[src/rtl/mouse_pkt_pkg.sv]
package mouse_pkt_pkg;
  localparam int PKT_LEN = 5;
  localparam int SLOT_W  = $clog2(PKT_LEN);
  localparam logic [7:0] HDR_BASE = 8'h87;
  typedef logic [PKT_LEN-1:0][7:0] pkt_t;
endpackage

[src/rtl/mouse_pkt_fmt.sv]
module mouse_pkt_fmt
  import mouse_pkt_pkg::*;
#(
  parameter int MOT_W = 10
) (
  input  logic [MOT_W-1:0] dx_i,
  input  logic [MOT_W-1:0] dy_i,
  input  logic             btn_left_i,
  input  logic             btn_mid_i,
  input  logic             btn_right_i,
  output pkt_t             pkt_o
);
  localparam int W1 = MOT_W + 1;

  logic signed [W1-1:0] dx_ext, dy_neg;
  logic [7:0] x_byte, y_byte, hdr;

  assign dx_ext = {dx_i[MOT_W-1], dx_i};
  assign dy_neg = -{dy_i[MOT_W-1], dy_i};

  generate
    if (MOT_W > 7) begin : g_clamp
      localparam logic signed [W1-1:0] LIM_HI = W1'(127);
      localparam logic signed [W1-1:0] LIM_LO = -LIM_HI;
      always_comb begin
        if (dx_ext > LIM_HI)      x_byte = 8'h7f;
        else if (dx_ext < LIM_LO) x_byte = 8'h81;
        else                      x_byte = dx_ext[7:0];
        if (dy_neg > LIM_HI)      y_byte = 8'h7f;
        else if (dy_neg < LIM_LO) y_byte = 8'h81;
        else                      y_byte = dy_neg[7:0];
      end
    end else begin : g_pass
      // narrow motion always fits, sign-extend only
      assign x_byte = 8'(dx_ext);
      assign y_byte = 8'(dy_neg);
    end
  endgenerate

  assign hdr = {HDR_BASE[7:3], ~btn_left_i, ~btn_mid_i, ~btn_right_i};

  always_comb begin
    pkt_o = '0;
    pkt_o[0] = hdr;
    pkt_o[1] = x_byte;
    pkt_o[2] = y_byte;
  end
endmodule

[src/rtl/mouse_pkt_seq.sv]
module mouse_pkt_seq
  import mouse_pkt_pkg::*;
(
  input  logic              clk_i,
  input  logic              rst_ni,
  input  logic              evt_valid_i,
  input  pkt_t              pkt_i,
  output logic              busy_o,
  output logic              push_o,
  output logic [7:0]        push_byte_o,
  output logic [SLOT_W-1:0] slot_o
);
  logic              busy_q;
  logic [SLOT_W-1:0] slot_q;
  pkt_t              pkt_q;
  logic              last_slot;

  assign last_slot = (slot_q == SLOT_W'(PKT_LEN - 1));

  always_ff @(posedge clk_i or negedge rst_ni) begin
    if (!rst_ni) begin
      busy_q <= 1'b0;
      slot_q <= '0;
      pkt_q  <= '0;
    end else if (busy_q) begin
      if (last_slot) begin
        busy_q <= 1'b0;
        slot_q <= '0;
      end else begin
        slot_q <= slot_q + 1'b1;
      end
    end else if (evt_valid_i) begin
      busy_q <= 1'b1;
      slot_q <= '0;
      pkt_q  <= pkt_i;
    end
  end

  always_comb begin
    push_byte_o = 8'h00;
    for (int i = 0; i < PKT_LEN; i++) begin
      if (slot_q == SLOT_W'(i)) push_byte_o = pkt_q[i];
    end
  end

  assign busy_o = busy_q;
  assign push_o = busy_q;
  assign slot_o = slot_q;
endmodule

[src/rtl/mouse_pkt_fifo.sv]
module mouse_pkt_fifo #(
  parameter int DEPTH = 256,
  localparam int AW = $clog2(DEPTH)
) (
  input  logic        clk_i,
  input  logic        rst_ni,
  input  logic        push_i,
  input  logic [7:0]  push_byte_i,
  input  logic        pop_i,
  output logic        avail_o,
  output logic [7:0]  data_o,
  output logic        rx_event_o,
  output logic [AW:0] fill_o
);
  logic [7:0]  mem [DEPTH];
  logic [AW-1:0] rd_ptr_q, wr_ptr_q;
  logic [AW:0]   fill_q, fill_nxt;
  logic          push_ok, pop_ok, rx_q;

  assign push_ok = push_i && (fill_q != (AW+1)'(DEPTH));
  assign pop_ok  = pop_i && (fill_q != '0);

  always_comb begin
    fill_nxt = fill_q;
    if (push_ok) fill_nxt = fill_nxt + 1'b1;
    if (pop_ok)  fill_nxt = fill_nxt - 1'b1;
  end

  always_ff @(posedge clk_i) begin
    if (push_ok) mem[wr_ptr_q] <= push_byte_i;
  end

  always_ff @(posedge clk_i or negedge rst_ni) begin
    if (!rst_ni) begin
      rd_ptr_q <= '0;
      wr_ptr_q <= '0;
      fill_q   <= '0;
      rx_q     <= 1'b0;
    end else begin
      if (push_ok) wr_ptr_q <= wr_ptr_q + 1'b1;
      if (pop_ok)  rd_ptr_q <= rd_ptr_q + 1'b1;
      fill_q <= fill_nxt;
      rx_q   <= push_ok || (pop_ok && (fill_nxt != '0));
    end
  end

  assign avail_o    = (fill_q != '0);
  assign data_o     = avail_o ? mem[rd_ptr_q] : 8'h00;
  assign rx_event_o = rx_q;
  assign fill_o     = fill_q;
endmodule

[src/rtl/mouse_pkt_enc.sv]
module mouse_pkt_enc
  import mouse_pkt_pkg::*;
#(
  parameter int MOT_W = 10,
  parameter int DEPTH = 256
) (
  input  logic             clk_i,
  input  logic             rst_ni,
  input  logic             evt_valid_i,
  input  logic [MOT_W-1:0] dx_i,
  input  logic [MOT_W-1:0] dy_i,
  input  logic             btn_left_i,
  input  logic             btn_mid_i,
  input  logic             btn_right_i,
  output logic             busy_o,
  input  logic             rd_pop_i,
  output logic             rd_avail_o,
  output logic [7:0]       rd_data_o,
  output logic             rx_event_o
);
  localparam int AW = $clog2(DEPTH);

  pkt_t              pkt_w;
  logic              push_w;
  logic [7:0]        push_byte_w;
  logic [SLOT_W-1:0] slot_w;
  logic [AW:0]       fill_w;

  mouse_pkt_fmt #(.MOT_W(MOT_W)) u_fmt (
    .dx_i        (dx_i),
    .dy_i        (dy_i),
    .btn_left_i  (btn_left_i),
    .btn_mid_i   (btn_mid_i),
    .btn_right_i (btn_right_i),
    .pkt_o       (pkt_w)
  );

  mouse_pkt_seq u_seq (
    .clk_i       (clk_i),
    .rst_ni      (rst_ni),
    .evt_valid_i (evt_valid_i),
    .pkt_i       (pkt_w),
    .busy_o      (busy_o),
    .push_o      (push_w),
    .push_byte_o (push_byte_w),
    .slot_o      (slot_w)
  );

  mouse_pkt_fifo #(.DEPTH(DEPTH)) u_fifo (
    .clk_i       (clk_i),
    .rst_ni      (rst_ni),
    .push_i      (push_w),
    .push_byte_i (push_byte_w),
    .pop_i       (rd_pop_i),
    .avail_o     (rd_avail_o),
    .data_o      (rd_data_o),
    .rx_event_o  (rx_event_o),
    .fill_o      (fill_w)
  );
endmodule

[config.mk]
export PLATFORM = sky130hd
export DESIGN_NAME = mouse_pkt_enc
export DESIGN_NICKNAME = d
export VERILOG_FILES = /design/src/rtl/mouse_pkt_pkg.sv /design/src/rtl/mouse_pkt_fmt.sv /design/src/rtl/mouse_pkt_seq.sv /design/src/rtl/mouse_pkt_fifo.sv /design/src/rtl/mouse_pkt_enc.sv
export SDC_FILE = /design/constraint.sdc
export NUM_CORES = 2
export LEC_CHECK = 0
export BUFFER_PORTS_ARGS = -buffer_cell sky130_fd_sc_hd__buf_2
export CAP_MARGIN = 30
export CORE_MARGIN = 8
export CORE_UTILIZATION = 40
export CTS_CLUSTER_SIZE = 28
export DETAILED_ROUTE_END_ITERATION = 7
export GPL_TIMING_DRIVEN = 0
export PLACE_DENSITY_LB_ADDON = 0.25
export SETUP_SLACK_MARGIN = 0.2
export SLEW_MARGIN = 5
export SYNTH_ARGS = -nofsm -noshare
export SYNTH_HDL_FRONTEND = slang
export SYNTH_SLANG_ARGS = --single-unit
export TNS_END_PERCENT = 50
[constraint.sdc]
create_clock -name clk_i -period 12.15 [get_ports clk_i]
set_input_delay 1.8225 -clock clk_i [delete_from_list [all_inputs] [get_ports clk_i]]
set_output_delay 1.8225 -clock clk_i [all_outputs]
set_load 0.05 [all_outputs]
==> run metrics <==
clock skew 54.10 ps; synthesized instance count 3841; Synth cell types 62; Post-synth EDFFs 2048; worst slew pin tran 1164 ps; Initial Util 40.17%; initial antenna violation count 18; status finished, final reports clean; main combinational cell family by area after synthesis multiplexers; leakage power 29.85 nW; CTS Root Cell clkbuf_16; I/O Buffers 37; post-route ant nets 0; Post-Route WL 304900 µm; complex-gate fraction of the synthesized area 2.800%; Mapped Area 82010 µm²; simple-gate share of the synthesized area 2.798%; Starting DRT DRC Count 8705; drt drc 0; CP startpoint kind register; CP cell instances buf_2, buf_4, buf_2, buf_2, buf_4, buf_2, mux4_2, a221oi_1, o211ai_1, nand3_1, o21ai_0, buf_2; Crit-path slowest cell a221oi_1; via count 45730; P&R area growth vs syn 15.02%; die footprint 219800 µm²; #FFs+latches synth 2098; Warnings, synthesis 0; TritonRoute pass-1 iters 8; Worst path top cell family by delay buffers and inverters; post-synthesis mux area share 15.78%; WS Path Type register to output pin; PostCTS Resize Cnt 0; Final min period 9057 ps; clock sinks 2098; Fin. Hold Viols 0; RD Place Congestion 0.9634; final worst slack 3093 ps; Crit. Startpoint u_fifo.rd_ptr_q[1]; vias in the first global route 43100; Final Cycle Share 74.54%; xor/xnor share of the synthesized area 0.3524%; Max VDD drop 0.1789 mV; flop2flop setup slack 6870 ps; Layout Nets 4259; ys async rst share 2.383%; register area share after synthesis 76.52%; CTS Hold Bufs 0; Multi-input gate area 18060 µm²; number of vias per cell 6.453; # setup viols final 0; Clk Latency, worst-skew pair 880 ps; Clock H-tree levels 4; largest net degree at the start of global routing 45; CP required 10330 ps; Worst Reg-to-Reg Cells 9; row count 166; Setup Buffers After CTS 0; Clk pin slew, worst setup/hold paths 60 ps; slowest stage delay, CP 980 ps; Max-Cap Viols 0; crit-path max FO 11; Mapped Nets 3883; total CTS buffers 209; die height 468.8 µm; Post-Synth Adder-Cell Area 0.2289%; DPL Wire Length 204600 µm; WL/cell 43.02 µm; WP depth 12; min-delay worst type register to register; reg-to-reg startpoint u_fifo.fill_o[0]; Mapped Avg Cell Area 21.35 µm²; Horiz. Die Dim 468.8 µm; Buf+Inv Stages, Crit Path 7; TNS Setup 0 ps; Reg-to-Reg End u_fifo.mem[117][3]; Placeable Area 204200 µm²; power density cells 286.9 nW/µm²; global-route wire length before repair 401200 µm; clk buf depth 3; GRT Util Overall 27.39%; Slew Viols, Final 0; TritonCTS clock tree built; Crit path top cell by count buf_2; Top FF cell, synth edfxtp_1; crit path capture rd_data_o[0]; global route overflow 0; Storage cell area 62750 µm²; crit path DAT 7230 ps; Slew headroom 22.39%; share of layout cells above drive strength 1 26.75%; Max Clk Rate 110.4 MHz; RSZ-0062 raised after global routing no; fill count 16900; io pins 38; crit path capture type output pin; dpl ws 4218 ps
[kinds of logic after synthesis]
logic type / Yosys count
adder cells (fa/ha/maj): 15
flip-flops: 2098
buffers and inverters: 241
XOR/XNOR: 33
multiplexers: 611
AO/OA/AOI/OAI: 317
AND/OR/NAND/NOR: 526
[placed cells by master (no fill, tap or decap), types with 25 or more instances in the layout]
| master | instances |
|---|---|
| a21oi_1 | 47 |
| a221oi_1 | 33 |
| a22o_1 | 37 |
| a22oi_1 | 94 |
| buf_12 | 57 |
| buf_2 | 95 |
| buf_4 | 75 |
| buf_6 | 25 |
| clkbuf_1 | 117 |
| clkbuf_16 | 212 |
| clkbuf_2 | 40 |
| clkinv_1 | 47 |
| clkinv_2 | 37 |
| dfrtp_1 | 50 |
| edfxtp_1 | 2048 |
| mux2i_1 | 55 |
| mux4_2 | 544 |
| nand2_1 | 77 |
| nand3_1 | 28 |
| nor2_1 | 304 |
[worst register-to-register path, delay by kind of cell, from the launching register on]
kind	cells	cell delay [ps]
buffers and inverters	4	1690
and+or+nand+nor	3	2080
adders and majority gates	1	220
DFF	1	520
AOI/OAI and AO/OA	1	400
[synthesized netlist by cell type, types with 19 or more instances]
library cell,count,area (µm²)
dfrtp_1,50,1251
a21oi_1,47,235.2
a221oi_1,33,289.0
nor3_1,22,110.1
buf_2,43,215.2
nand2_1,77,289.0
nor2b_1,22,137.6
clkbuf_1,102,382.9
a22o_1,37,324.1
mux4_2,544,12250
buf_4,43,322.8
edfxtp_1,2048,61500
o22ai_1,21,131.4
a22oi_1,94,705.7
nor2_1,312,1171
nand3_1,28,140.1
xnor2_1,22,192.7
o21ai_0,19,95.09
buf_1,20,75.07
mux2i_1,55,550.5
[worst min-delay path by stage]
stage	from	end	slack, ps	cells after the start
final	u_seq.pkt_q[7]	u_seq.pkt_q[7]	480	1
after global routing	u_seq.pkt_q[7]	u_seq.pkt_q[7]	490	1
after CTS	u_seq.pkt_q[7]	u_seq.pkt_q[7]	480	1
after detailed placement	u_seq.pkt_q[7]	u_seq.pkt_q[7]	470	1
after global placement	u_seq.pkt_q[7]	u_seq.pkt_q[7]	460	1
after floorplan	u_seq.pkt_q[7]	u_seq.pkt_q[7]	440	1
[registers in the layout, summed over array words and instances (netlist names)]
| signal | cells |
|---|---|
| u_fifo.fill_o | 9 |
| u_seq.pkt_q | 20 |
| u_fifo.mem | 2048 |
| u_seq.busy_o | 1 |
| u_fifo.rd_ptr_q | 8 |
| u_fifo.rx_event_o | 1 |
| u_fifo.wr_ptr_q | 8 |
| u_seq.slot_o | 3 |
[per-stage QoR]
step / util (%) / cell area, µm² / hold WS [ps] / total power (W) / instances
floorplan: - / 82010 / 440.5 / 0.01502 / 3841
global placement: 41.90 / 85560 / 456.8 / 0.02004 / 6566
detailed placement: 42.91 / 87620 / 465.2 / 0.02048 / 6685
CTS: 46.16 / 94250 / 481.0 / 0.02674 / 7071
global route: 46.20 / 94320 / 493.3 / 0.02729 / 7082
finish: 46.20 / 94330 / 480.8 / 0.02707 / 7086
[report_power, final]
part	leakage, nW	switching (W)	total (W)	internal [W]
clock	3.23	0.00286	0.00640	0.00354
combinational	7.25	0.00786	0.0111	0.00319
sequential	19.4	0.0000844	0.00961	0.00953
total	29.8	0.0108	0.0271	0.0163
[per-layer routing]
metal / vias up / share of wire [%] / track usage [%]
met4: 4 / 6.9 / 15.33
met2: 3608 / 44 / 40.28
met1: 24480 / 37 / 37.01
li1: 16890 / - / -
met3: 748 / 13 / 7.502
met5: - / 0.0089 / 0
[area by class of cell]
| cell class | count | area share (%) |
|---|---|---|
| diodes | 6 | 0.01592 |
| plain buffers | 224 | 1.330 |
| clock buffers | 267 | 5.843 |
| clock inverters | 119 | 1.186 |
| inverters | 17 | 0.06765 |
| multi-input cells | 1502 | 19.15 |
| flip-flops and latches | 2098 | 66.52 |
| well taps | 2688 | 3.565 |
| repair buffers | 165 | 2.317 |
(Power assumes the default switching activity.)
